### src/rtl/cfgslv_pkg.sv
package cfgslv_pkg;
  localparam int BYTE_W = 8;

  typedef enum logic [2:0] {
    LK_IDLE,
    LK_RX,
    LK_RXACK,
    LK_TX,
    LK_TXACK
  } link_st_t;
endpackage

### src/rtl/cfgslv_pin_sync.sv
module cfgslv_pin_sync (
  input  logic clk,
  input  logic rst_n,
  input  logic scl_i,
  input  logic sda_i,
  output logic sda_s,
  output logic scl_rise,
  output logic scl_fall,
  output logic start_det,
  output logic stop_det
);
  logic [1:0] scl_ff, sda_ff;
  logic       scl_p, sda_p;
  logic       scl_s;

  always_ff @(posedge clk or negedge rst_n) begin
    if (!rst_n) begin
      scl_ff <= 2'b11;
      sda_ff <= 2'b11;
      scl_p  <= 1'b1;
      sda_p  <= 1'b1;
    end else begin
      scl_ff <= {scl_ff[0], scl_i};
      sda_ff <= {sda_ff[0], sda_i};
      scl_p  <= scl_ff[1];
      sda_p  <= sda_ff[1];
    end
  end

  assign scl_s     = scl_ff[1];
  assign sda_s     = sda_ff[1];
  assign scl_rise  = scl_s & ~scl_p;
  assign scl_fall  = ~scl_s & scl_p;
  assign start_det = scl_s & scl_p & sda_p & ~sda_s;
  assign stop_det  = scl_s & scl_p & ~sda_p & sda_s;
endmodule

### src/rtl/cfgslv_link.sv
module cfgslv_link
  import cfgslv_pkg::*;
#(
  parameter logic [6:0] DEV_ADDR = 7'h69,
  parameter int         NREG     = 21,
  parameter int         IW       = 5
) (
  input  logic              clk,
  input  logic              rst_n,
  input  logic              sda_s,
  input  logic              scl_rise,
  input  logic              scl_fall,
  input  logic              start_det,
  input  logic              stop_det,
  input  logic [BYTE_W-1:0] cnt_val,
  input  logic [BYTE_W-1:0] rd_data,
  output logic [BYTE_W-1:0] rd_idx,
  output logic              wr_en,
  output logic [IW-1:0]     wr_idx,
  output logic [BYTE_W-1:0] wr_data,
  output logic              sda_oe
);
  localparam logic [7:0] LAST_SLOT = 8'(NREG + 1);

  link_st_t    st_q, st_d;
  logic [3:0]  bit_q, bit_d;
  logic [7:0]  sh_q, sh_d;
  logic [7:0]  idx_q, idx_d;
  logic [7:0]  txn_q, txn_d;
  logic        first_q, first_d;
  logic        rd_q, rd_d;
  logic        mack_q, mack_d;
  logic        oe_q, oe_d;
  logic        tx_load;
  logic [7:0]  load_idx;
  logic [7:0]  tx_byte;

  assign rd_idx  = load_idx - 8'd1;
  assign tx_byte = (load_idx == 8'd0) ? cnt_val : rd_data;
  assign wr_idx  = IW'(idx_q - 8'd2);
  assign wr_data = sh_q;
  assign sda_oe  = oe_q;

  always_comb begin
    st_d     = st_q;
    bit_d    = bit_q;
    sh_d     = sh_q;
    idx_d    = idx_q;
    txn_d    = txn_q;
    first_d  = first_q;
    rd_d     = rd_q;
    mack_d   = mack_q;
    oe_d     = oe_q;
    wr_en    = 1'b0;
    tx_load  = 1'b0;
    load_idx = txn_q + 8'd1;
    if (start_det) begin
      st_d    = LK_RX;
      bit_d   = 4'd0;
      first_d = 1'b1;
      idx_d   = 8'd0;
      oe_d    = 1'b0;
    end else if (stop_det) begin
      st_d = LK_IDLE;
      oe_d = 1'b0;
    end else begin
      case (st_q)
        LK_RX: begin
          if (scl_rise) begin
            sh_d  = {sh_q[6:0], sda_s};
            bit_d = bit_q + 4'd1;
          end else if (scl_fall && bit_q == 4'd8) begin
            if (first_q) begin
              if (sh_q[7:1] == DEV_ADDR) begin
                oe_d = 1'b1;
                rd_d = sh_q[0];
                st_d = LK_RXACK;
              end else begin
                st_d = LK_IDLE;
              end
            end else begin
              oe_d  = 1'b1;
              st_d  = LK_RXACK;
              wr_en = (idx_q >= 8'd2) && (idx_q <= LAST_SLOT);
              if (idx_q != 8'hFF) idx_d = idx_q + 8'd1;
            end
          end
        end
        LK_RXACK: begin
          if (scl_fall) begin
            first_d = 1'b0;
            bit_d   = 4'd0;
            if (rd_q && first_q) begin
              load_idx = 8'd0;
              tx_load  = 1'b1;
              txn_d    = 8'd0;
              st_d     = LK_TX;
            end else begin
              oe_d = 1'b0;
              st_d = LK_RX;
            end
          end
        end
        LK_TX: begin
          if (scl_fall) begin
            if (bit_q == 4'd8) begin
              oe_d = 1'b0;
              st_d = LK_TXACK;
            end else begin
              oe_d  = ~sh_q[7];
              sh_d  = {sh_q[6:0], 1'b0};
              bit_d = bit_q + 4'd1;
            end
          end
        end
        LK_TXACK: begin
          if (scl_rise) begin
            mack_d = ~sda_s;
          end else if (scl_fall) begin
            if (mack_q && txn_q < cnt_val) begin
              tx_load = 1'b1;
              txn_d   = txn_q + 8'd1;
              st_d    = LK_TX;
            end else begin
              st_d = LK_IDLE;
            end
          end
        end
        default: ;
      endcase
    end
    if (tx_load) begin
      oe_d  = ~tx_byte[7];
      sh_d  = {tx_byte[6:0], 1'b0};
      bit_d = 4'd1;
    end
  end

  always_ff @(posedge clk or negedge rst_n) begin
    if (!rst_n) begin
      st_q    <= LK_IDLE;
      bit_q   <= 4'd0;
      sh_q    <= 8'd0;
      idx_q   <= 8'd0;
      txn_q   <= 8'd0;
      first_q <= 1'b0;
      rd_q    <= 1'b0;
      mack_q  <= 1'b0;
      oe_q    <= 1'b0;
    end else begin
      st_q    <= st_d;
      bit_q   <= bit_d;
      sh_q    <= sh_d;
      idx_q   <= idx_d;
      txn_q   <= txn_d;
      first_q <= first_d;
      rd_q    <= rd_d;
      mack_q  <= mack_d;
      oe_q    <= oe_d;
    end
  end
endmodule

### src/rtl/cfgslv_bank.sv
module cfgslv_bank
  import cfgslv_pkg::*;
#(
  parameter int         NREG    = 21,
  parameter int         IW      = 5,
  parameter int         ID_IDX  = 7,
  parameter logic [7:0] ID_VAL  = 8'h92,
  parameter int         CNT_IDX = 8,
  parameter logic [7:0] CNT_DEF = 8'h08,
  parameter int         TMR_IDX = 9,
  parameter logic [7:0] TMR_DEF = 8'h10,
  parameter int         PAIR_A  = 11,
  parameter int         PAIR_B  = 13
) (
  input  logic                   clk,
  input  logic                   rst_n,
  input  logic                   wr_en,
  input  logic [IW-1:0]          wr_idx,
  input  logic [BYTE_W-1:0]      wr_data,
  input  logic [BYTE_W-1:0]      rd_idx,
  output logic [BYTE_W-1:0]      rd_data,
  output logic [BYTE_W-1:0]      cnt_val,
  output logic [NREG*BYTE_W-1:0] cfg_flat
);
  localparam int NPAIR = 2;
  localparam int PLO [NPAIR] = '{PAIR_A, PAIR_B};

  logic [7:0] live_q [NREG];
  logic [7:0] live_d [NREG];
  logic [7:0] stg_q  [NPAIR];
  logic [7:0] stg_d  [NPAIR];

  function automatic logic [7:0] def_val(input int i);
    if (i == ID_IDX)  return ID_VAL;
    if (i == CNT_IDX) return CNT_DEF;
    if (i == TMR_IDX) return TMR_DEF;
    return 8'h00;
  endfunction

  always_comb begin
    for (int i = 0; i < NREG; i++) live_d[i] = live_q[i];
    for (int p = 0; p < NPAIR; p++) stg_d[p] = stg_q[p];
    for (int i = 0; i < NREG; i++) begin
      if (wr_en && wr_idx == IW'(i)) begin
        if (i == CNT_IDX) begin
          if (wr_data != 8'h00) live_d[i] = wr_data;
        end else if (i == PLO[0]) begin
          stg_d[0] = wr_data;
        end else if (i == PLO[1]) begin
          stg_d[1] = wr_data;
        end else if (i == PLO[0] + 1) begin
          live_d[PLO[0]] = stg_q[0];
          live_d[i]      = wr_data;
        end else if (i == PLO[1] + 1) begin
          live_d[PLO[1]] = stg_q[1];
          live_d[i]      = wr_data;
        end else if (i != ID_IDX) begin
          live_d[i] = wr_data;
        end
      end
    end
  end

  always_ff @(posedge clk or negedge rst_n) begin
    if (!rst_n) begin
      for (int i = 0; i < NREG; i++) live_q[i] <= def_val(i);
      for (int p = 0; p < NPAIR; p++) stg_q[p] <= 8'h00;
    end else begin
      for (int i = 0; i < NREG; i++) live_q[i] <= live_d[i];
      for (int p = 0; p < NPAIR; p++) stg_q[p] <= stg_d[p];
    end
  end

  always_comb begin
    rd_data = 8'h00;
    for (int i = 0; i < NREG; i++)
      if (rd_idx == 8'(i)) rd_data = live_q[i];
  end

  assign cnt_val = live_q[CNT_IDX];

  for (genvar g = 0; g < NREG; g++) begin : g_flat
    assign cfg_flat[g*BYTE_W +: BYTE_W] = live_q[g];
  end
endmodule

### src/rtl/clkcfg_smbus_slave.sv
module clkcfg_smbus_slave
  import cfgslv_pkg::*;
#(
  parameter logic [6:0] DEV_ADDR  = 7'h69,
  parameter int         NREG      = 21,
  parameter logic [3:0] ID_VENDOR = 4'b1001,
  parameter logic [3:0] ID_REV    = 4'h2,
  parameter int         ID_IDX    = 7,
  parameter int         CNT_IDX   = 8,
  parameter int         TMR_IDX   = 9,
  parameter int         PAIR_A    = 11,
  parameter int         PAIR_B    = 13
) (
  input  logic                   clk,
  input  logic                   rst_n,
  input  logic                   scl_i,
  input  logic                   sda_i,
  output logic                   sda_oe,
  output logic [NREG*BYTE_W-1:0] cfg_flat
);
  localparam int         IW     = $clog2(NREG);
  localparam logic [7:0] ID_VAL = {ID_VENDOR, ID_REV};

  logic [1:0]        rst_ff;
  logic              rst_n_s;
  logic              sda_s, scl_rise, scl_fall, start_det, stop_det;
  logic              wr_en;
  logic [IW-1:0]     wr_idx;
  logic [7:0]        wr_data, rd_idx, rd_data, cnt_val;

  always_ff @(posedge clk or negedge rst_n) begin
    if (!rst_n) rst_ff <= 2'b00;
    else        rst_ff <= {rst_ff[0], 1'b1};
  end
  assign rst_n_s = rst_ff[1];

  cfgslv_pin_sync u_sync (
    .clk(clk), .rst_n(rst_n_s), .scl_i(scl_i), .sda_i(sda_i),
    .sda_s(sda_s), .scl_rise(scl_rise), .scl_fall(scl_fall),
    .start_det(start_det), .stop_det(stop_det)
  );

  cfgslv_link #(.DEV_ADDR(DEV_ADDR), .NREG(NREG), .IW(IW)) u_link (
    .clk(clk), .rst_n(rst_n_s), .sda_s(sda_s), .scl_rise(scl_rise),
    .scl_fall(scl_fall), .start_det(start_det), .stop_det(stop_det),
    .cnt_val(cnt_val), .rd_data(rd_data), .rd_idx(rd_idx),
    .wr_en(wr_en), .wr_idx(wr_idx), .wr_data(wr_data), .sda_oe(sda_oe)
  );

  cfgslv_bank #(
    .NREG(NREG), .IW(IW), .ID_IDX(ID_IDX), .ID_VAL(ID_VAL),
    .CNT_IDX(CNT_IDX), .CNT_DEF(8'h08), .TMR_IDX(TMR_IDX), .TMR_DEF(8'h10),
    .PAIR_A(PAIR_A), .PAIR_B(PAIR_B)
  ) u_bank (
    .clk(clk), .rst_n(rst_n_s), .wr_en(wr_en), .wr_idx(wr_idx),
    .wr_data(wr_data), .rd_idx(rd_idx), .rd_data(rd_data),
    .cnt_val(cnt_val), .cfg_flat(cfg_flat)
  );
endmodule

### config.mk
export PLATFORM = sky130hd
export DESIGN_NAME = clkcfg_smbus_slave
export DESIGN_NICKNAME = d
export VERILOG_FILES = /design/src/rtl/cfgslv_pkg.sv /design/src/rtl/cfgslv_pin_sync.sv /design/src/rtl/cfgslv_link.sv /design/src/rtl/cfgslv_bank.sv /design/src/rtl/clkcfg_smbus_slave.sv
export SDC_FILE = /design/constraint.sdc
export NUM_CORES = 1
export LEC_CHECK = 0
export BUFFER_PORTS_ARGS = -buffer_cell sky130_fd_sc_hd__buf_2
export CAP_MARGIN = 20
export CORE_MARGIN = 2
export CORE_UTILIZATION = 58
export CTS_CLUSTER_DIAMETER = 120
export DETAILED_ROUTE_END_ITERATION = 16
export PLACE_DENSITY = 0.92
export SLEW_MARGIN = 5
export SYNTH_ARGS = -nofsm -noshare
export SYNTH_HDL_FRONTEND = slang
export SYNTH_SLANG_ARGS = --single-unit
### constraint.sdc
create_clock -name clk -period 7.7 [get_ports clk]
set_input_delay 0.77 -clock clk [delete_from_list [all_inputs] [get_ports clk]]
set_output_delay 0.77 -clock clk [all_outputs]
set_load 0.1 [all_outputs]
==> results of run 1 <==
## cell usage after synthesis, drive strengths merged, types with 11 or more instances
master	number
o22ai	24
nand3	40
nor2	48
mux2	155
inv	22
dfrtp	211
nor3	37
clkbuf	36
buf	28
ha	17
a21oi	25
o21ai	67
nand2	93
and3	13
a32oi	11
nor4	22
nand4	21
or3	13
xnor2	11
a221oi	12
## metrics by stage
step           area (um^2)  total power, mW  setup WS [ns]  util, %
2_1_floorplan        11600             1.52           1.16        -
3_3_place_gp         12600             1.67           3.02     64.4
3_5_place_dp         12600             1.68           3.05     64.4
4_1_cts              13400             2.90           3.04     68.7
5_1_grt              13500             3.00           2.67     68.9
6_report             13500             2.93           2.73     68.9
## power by group through the flow
stage               combinational [mW]  sequential, mW  clock, mW
floorplan                        0.235            1.28          0
global placement                 0.314            1.36          0
detailed placement               0.321            1.36          0
CTS                              0.322            1.34       1.23
global route                     0.382            1.34       1.28
finish                           0.358            1.34       1.23
## cells by family (layout without fill, tap and decap cells)
group / after synthesis / after routing
AOI/OAI and AO/OA: 237 / 237
xor gates and xnor gates: 15 / 15
adders and majority gates: 17 / 17
buffers and inverters: 86 / 247
DFF: 219 / 219
muxes: 159 / 159
other: 2 / 9
and+or+nand+nor: 345 / 345
## critical path, cell delays in order, from the launching register on
cell and delay, ns:
dfrtp_1 0.81, ha_1 0.56, nor2_1 0.69, o21ai_1 0.44
nor2_1 0.75, nand3_1 0.32, nor3_1 0.22, a31oi_1 0.08
o41ai_1 0.55, nand4_1 0.24, a21oi_1 0.22
## worst max-delay path by stage
stage | to | slack, ns
2_1_floorplan | u_bank.cfg_flat[0] | 1.16
3_3_place_gp | u_link.wr_data[2] | 3.02
3_5_place_dp | u_link.wr_data[2] | 3.05
4_1_cts | u_link.wr_data[2] | 3.04
5_1_grt | u_link.wr_data[2] | 2.67
6_report | u_link.sda_oe | 2.73
## flip-flops by register name (all words and copies together) (netlist names), 2 cells and up
register,count
rst_ff,2
u_bank.cfg_flat,152
u_bank.cnt_val,8
u_bank.stg_q,16
u_link.bit_q,4
u_link.idx_q,8
u_link.st_q,3
u_link.txn_q,8
u_link.wr_data,8
u_sync.scl_ff,2
u_sync.sda_ff,2
## area by class of cell
class	instances	share of cell area, %
clock buffers	31	4.88
clock inverters	13	1.39
inverters	22	0.614
multi-input cells	782	42.6
flip-flops and latches	219	40.8
well taps	265	2.46
repair buffers	181	7.26
## routing by layer
layer	up-vias	routed length (um)	share of wire, %	global-route usage [%]
li1	4339	-	-	-
met1	5239	16000	38	52.8
met2	795	19200	45	61.5
met3	148	4970	12	9.50
met4	0	1950	4.6	14.8
met5	-	0	0	0
==> flow_summary.yaml, run 1 <==
setup_path:
  timing.critical_path.to_type: "flip-flop"
  cp-start-kind: "flip-flop"
  cp_data_arrival_time_ns: 5.41
  rrSetupSlack_ns: 2.73
  crit-reg2reg-launch: "u_link.txn_q[0]"
  crit_type: "reg2reg"
  cp_max_fo: 20
  crit_required_ns: 8.14
  rr_endpoint: "u_link.sda_oe"
  worstRegToRegCells: 10
  cp-startpoint: "u_link.txn_q[0]"
placement:
  dp.cells: 1467
  place.gp.congestion: 1.06
  io_buffers: 164
  dp_hpwl_um: 30000
worst_hold_path:
  hold_path.class: "in2async"
grt:
  grt-ovfl-total: 0
  grt_pass1_wl_um: 63900
  first_global_vias: 10300
  grtUsageTotal_pct: 39.0
  grt_antenna_before_repair: 1
  grt_max_degree: 85
sta:
  rsz0062_at_grt: "false"
  worst_pin_slew_ns: 1.24
  relSlewSlack_pct: 17.5
  hold_viol: 0
  fin_setup_tns_ns: 0
  drv_slew: 0
  fmax_ghz: 0.201
  finClkSkew_ns: 0.0193
  finalCritPeriodShare_pct: 64.5
  fin_crit_ns: 4.97
  finalHoldWorstSlack_ns: 0.00753
  setup_violations: 0
yosys:
  synth_compound_area_share_pct: 14.3
  yosys.area_share.simple_pct: 16.3
  yosys.area_share.xor_xnor_pct: 1.20
  synth_top_family_by_area: "simple AND/OR/NAND/NOR gates"
  synth.top_cells.by_area: "dfrtp_1, mux2_2, nand2_1"
  synth_seq_cells: 219
  synthArstFlopShare_pct: 100
  syn_inst: 1080
  synth.avg_cell_area_um2: 10.7
  synth_edf_count: 0
  synthAdderAreaFrac_pct: 1.83
  ys_seq_area_share_pct: 47.3
  muxShareOfSynthArea_pct: 15.4
  synth-main-ff-cell: "dfrtp_1"
  synth_top_area_share_pct: 45.5
  synth_cell_types: 93
  synth_area_um2: 11600
  synth_warnings: 0
  yosys.area.top_type: "dfrtp_1"
clock_network:
  ctsHoldBuffers: 0
  cts_buffer_depth: 3
  worstSkewPairLatency_ns: 0.54
  clkTransAtPathRegs_ns: 0.06
  root_buffer: "clkbuf_16"
  cts_setup_buffers: 0
  ctsResizeCount: 0
  htreeDepth: 1
  cts_made_buffers: 24
  tritoncts: "yes"
  clock_sinks: 219
power:
  power.share.clock_pct: 42.1
  p_sw_share_pct: 30.6
  internal_power_mw: 2.03
  p_per_area_nw_per_um2: 218
  peakVddDrop_mv: 0.213
  p_sw_uw: 896
  combPwrFrac_pct: 12.2
  seqPwrFrac_pct: 45.7
  leakage_nw: 6.66
routing:
  routed_wl_um: 42100
  via_per_inst: 6.95
  drc: 0
  drt_iter0_markers: 1234
  first_pass_iters: 9
  num_vias: 10500
  wl_per_cell_um: 27.8
  antenna_left: 0
finish:
  area_growth_pct: 15.9
  final_common_cell: "dfrtp_1"
  finalNetCount: 1251
  drive_above_1_share_pct: 33.8
  fin_cells: 1513
  ff_latch_area_um2: 5490
  multiInputGateArea_um2: 5720
  nFillCells: 1485
  layout_common_cells: "dfrtp_1, buf_2, mux2_2"
  antenna_cells: 0
die:
  core_area_um2: 19500
  dieHeight_um: 145
  initial_core_util_pct: 59.5
  fp-row-count: 51
  die_width_um: 145
  die_area_um2: 21200
  io-pin-count: 173
run_status:
  status: "finished, final reports clean"
flow_run:
  cap_violations: 0
No activity file was read; power rests on OpenSTA's default activity.
==> run 2, diff against run 1 <==
--- a/config.mk
+++ b/config.mk
@@ -5,13 +5,14 @@
 export SDC_FILE = /design/constraint.sdc
 export NUM_CORES = 1
 export LEC_CHECK = 0
+export ABC_AREA = 1
 export BUFFER_PORTS_ARGS = -buffer_cell sky130_fd_sc_hd__buf_2
 export CAP_MARGIN = 20
 export CORE_MARGIN = 2
-export CORE_UTILIZATION = 58
+export CORE_UTILIZATION = 57
 export CTS_CLUSTER_DIAMETER = 120
 export DETAILED_ROUTE_END_ITERATION = 16
-export PLACE_DENSITY = 0.92
+export PLACE_DENSITY = 0.91
 export SLEW_MARGIN = 5
 export SYNTH_ARGS = -nofsm -noshare
 export SYNTH_HDL_FRONTEND = slang
==> constraint.sdc (replaced) <==
create_clock -name clk -period 5.1 [get_ports clk]
set_input_delay 0.51 -clock clk [delete_from_list [all_inputs] [get_ports clk]]
set_output_delay 0.51 -clock clk [all_outputs]
set_load 0.1 [all_outputs]
==> run 2 against run 1 <==
Net effect:
- utilization is 1.1 points lower
- first-iteration DRC count is 16% higher
- setup slack worse by 1.7 ns
- via count is 2.9% higher
- highest routed layer is now met5
- area after synthesis is 4.6% lower
- clock power is 36% higher
- clock skew is 0.0098 ns lower
- sequential power is 44% higher
- combinational power is 32% higher
==> flow_summary.yaml, run 2 <==
run_status:
  status: "finished, final reports clean"
power:
  combPwrFrac_pct: 11.6
  leakage_nw: 7.01
  p_sw_mw: 1.25
  internal_power_mw: 2.82
  p_sw_share_pct: 30.7
  seqPwrFrac_pct: 47.4
  power.share.clock_pct: 41.0
  p_per_area_nw_per_um2: 317
  peakVddDrop_mv: 0.253
  total_power_mw: 4.07
clock_network:
  clkTransAtPathRegs_ns: 0.06
  root_buffer: "clkbuf_16"
  clock_sinks: 219
  worstSkewPairLatency_ns: 0.53
  htreeDepth: 1
  tritoncts: "yes"
  cts_made_buffers: 23
  cts_setup_buffers: 0
  cts_buffer_depth: 3
yosys:
  synthArstFlopShare_pct: 100
  ys_seq_area_share_pct: 49.6
  synth_common_cells: "nand2_1, dfrtp_1, inv_1"
  synth_edf_count: 0
  synth-main-ff-cell: "dfrtp_1"
  synth_warnings: 0
  synth.avg_cell_area_um2: 8.00
  synth.top_cells.by_area: "dfrtp_1, nand2_1, inv_1"
  synth_seq_cells: 219
  synth_top_area_share_pct: 47.7
  yosys.area.top_type: "dfrtp_1"
  synth_area_um2: 11100
  synth_cell_types: 53
  syn_inst: 1385
  yosysMostFrequentCell: "nand2_1"
routing:
  routed_wl_um: 37300
  first_pass_iters: 6
  wl_per_cell_um: 20.6
  drt_iter0_markers: 1436
  via_per_inst: 5.99
  antenna_left: 0
  drc: 0
  num_vias: 10800
finish:
  largest_reg_flops: 152
  final_util_pct: 67.8
  drive_above_1_share_pct: 16.2
  antenna_cells: 0
  area_growth_pct: 15.7
  nFillCells: 1508
  fin_cells: 1809
  layout_common_cells: "nand2_1, dfrtp_1, inv_1"
  final_common_cell: "nand2_1"
  finalNetCount: 1554
sta:
  fmax_ghz: 0.244
  relSlewSlack_pct: 31.5
  drv_slew: 0
  rsz0062_at_grt: "false"
  fin_crit_ns: 4.10
  hold_viol: 0
  worst_pin_slew_ns: 1.02
  fin_setup_tns_ns: 0
  setup_violations: 0
  finClkSkew_ns: 0.00944
  finalCritPeriodShare_pct: 80.3
placement:
  place.gp.congestion: 1.07
  dp.cells: 1766
  io_buffers: 164
  dp_hpwl_um: 26700
grt:
  grt_max_degree: 125
  grt-ovfl-total: 0
  grt_antenna_before_repair: 1
  grtUsageTotal_pct: 36.3
  grt_pass1_wl_um: 56700
  first_global_vias: 10000
setup_path:
  cp-start-kind: "flip-flop"
  crit_type: "reg2reg"
  worstRegToRegCells: 21
  cp_max_fo: 24
  cp_data_arrival_time_ns: 4.51
  crit_required_ns: 5.51
  timing.critical_path.to_type: "flip-flop"
die:
  dieHeight_um: 143
  core_area_um2: 18900
  fp-row-count: 50
  initial_core_util_pct: 58.6
  die_width_um: 143
  die_area_um2: 20600
  io-pin-count: 173
worst_hold_path:
  hold_path.class: "in2reg"
  holdPathStages: 1
flow_run:
  cap_violations: 0
==> run 2: cell types whose count changed after synthesis, moves of 13 or more <==
cell     change
a21oi_1     +67
inv_1      +167
mux2_2     -154
mux2i_1     +30
nand2_1    +217
nand4_1     +46
nor2_1      +90
nor3_1      -15
nor4_1      -13
o21ai_0     +69
o22ai_1     -21
==> run 2: layout make-up <==
cell class / count / area (um^2) / area share [%]
sequential: 219 / 5490 / 42.9
multi-input combinational: 914 / 4580 / 35.8
timing repair buffer: 176 / 926 / 7.23
inverter: 199 / 747 / 5.83
clock buffer: 34 / 667 / 5.20
tap: 260 / 325 / 2.54
clock inverter: 7 / 70.1 / 0.547
==> run 2: cell families (layout without fill, tap and decap cells) <==
| kind of cell | count (synthesis) | after routing | synth area share, % |
|---|---|---|---|
| compound gates | 251 | 251 | 12.1 |
| xor+xnor | 4 | 4 | 0.316 |
| fa+ha+maj | 17 | 17 | 1.92 |
| buf+inv | 259 | 416 | 9.33 |
| flops | 219 | 219 | 49.6 |
| mux | 34 | 34 | 3.07 |
| other cells | 2 | 9 | 0.0678 |
| simple gates | 599 | 599 | 23.6 |
==> run 2: repair_timing <==
action,in CTS,in global routing
endpoints found under the setup margin,0,0
gates resized for setup,0,0
hold buffers,1,0
endpoints found under the hold margin,2,0
==> run 2: stage by stage <==
| stage | setup WS [ns] | hold slack, ns | area [um^2] |
|---|---|---|---|
| 3_3_place_gp | 1.30 | 0.223 | 12100 |
| 2_1_floorplan | 1.51 | 0.214 | 11100 |
| 6_report | 1.00 | 0.0769 | 12800 |
| 3_5_place_dp | 1.17 | 0.225 | 12100 |
| 5_1_grt | 0.680 | 0.0788 | 12800 |
| 4_1_cts | 1.15 | 0.0735 | 12800 |
==> run 2: final timing paths <==
check                              from              endpoint  slack, ns
hold / removal                    scl_i      u_sync.scl_ff[0]       0.08
setup reg to reg           u_sync.scl_p     u_link.wr_data[7]       1.00
min in group asynchronous     rst_ff[1]  u_bank.cfg_flat[167]       0.22
max in group asynchronous     rst_ff[1]       u_bank.stg_q[0]       3.67
setup / recovery           u_sync.scl_p     u_link.wr_data[7]       1.00
hold reg to reg               rst_ff[1]  u_bank.cfg_flat[167]       0.22
==> run 2: routing by layer <==
metal | GRT usage [%] | share of wire (%) | vias to the layer above
li1 | - | - | 4783
met1 | 50.3 | 39 | 5072
met2 | 54.3 | 43 | 806
met3 | 7.66 | 12 | 165
met4 | 18.4 | 5.6 | 2
met5 | 0 | 0.040 | -
==> run 2: worst max-delay path, cell delays in order, from the launching register on <==
cell,delay (ns)
dfstp_2,0.57
nand2_1,0.13
nor2_2,0.13
nand2_2,0.19
o21ai_2,0.18
nand2_2,0.15
nor2_2,0.17
a21oi_1,0.11
nor2_4,0.43
nand2_2,0.30
nor2_1,0.59
nand2_1,0.10
nand2_1,0.12
nand4_1,0.08
nand2_1,0.07
nand4_1,0.09
nor2_1,0.18
nand3_1,0.09
nor2_1,0.09
nand3_1,0.08
nand2_1,0.06
a21oi_1,0.06
==> run 2: power by group through the flow <==
stage	Combinational, mW	Clock (mW)	Sequential [mW]
after floorplan	0.294	0	1.88
after CTS	0.456	1.66	1.91
after detailed placement	0.453	0	1.94
after global placement	0.451	0	1.94
final	0.473	1.67	1.93
after global routing	0.502	1.73	1.92
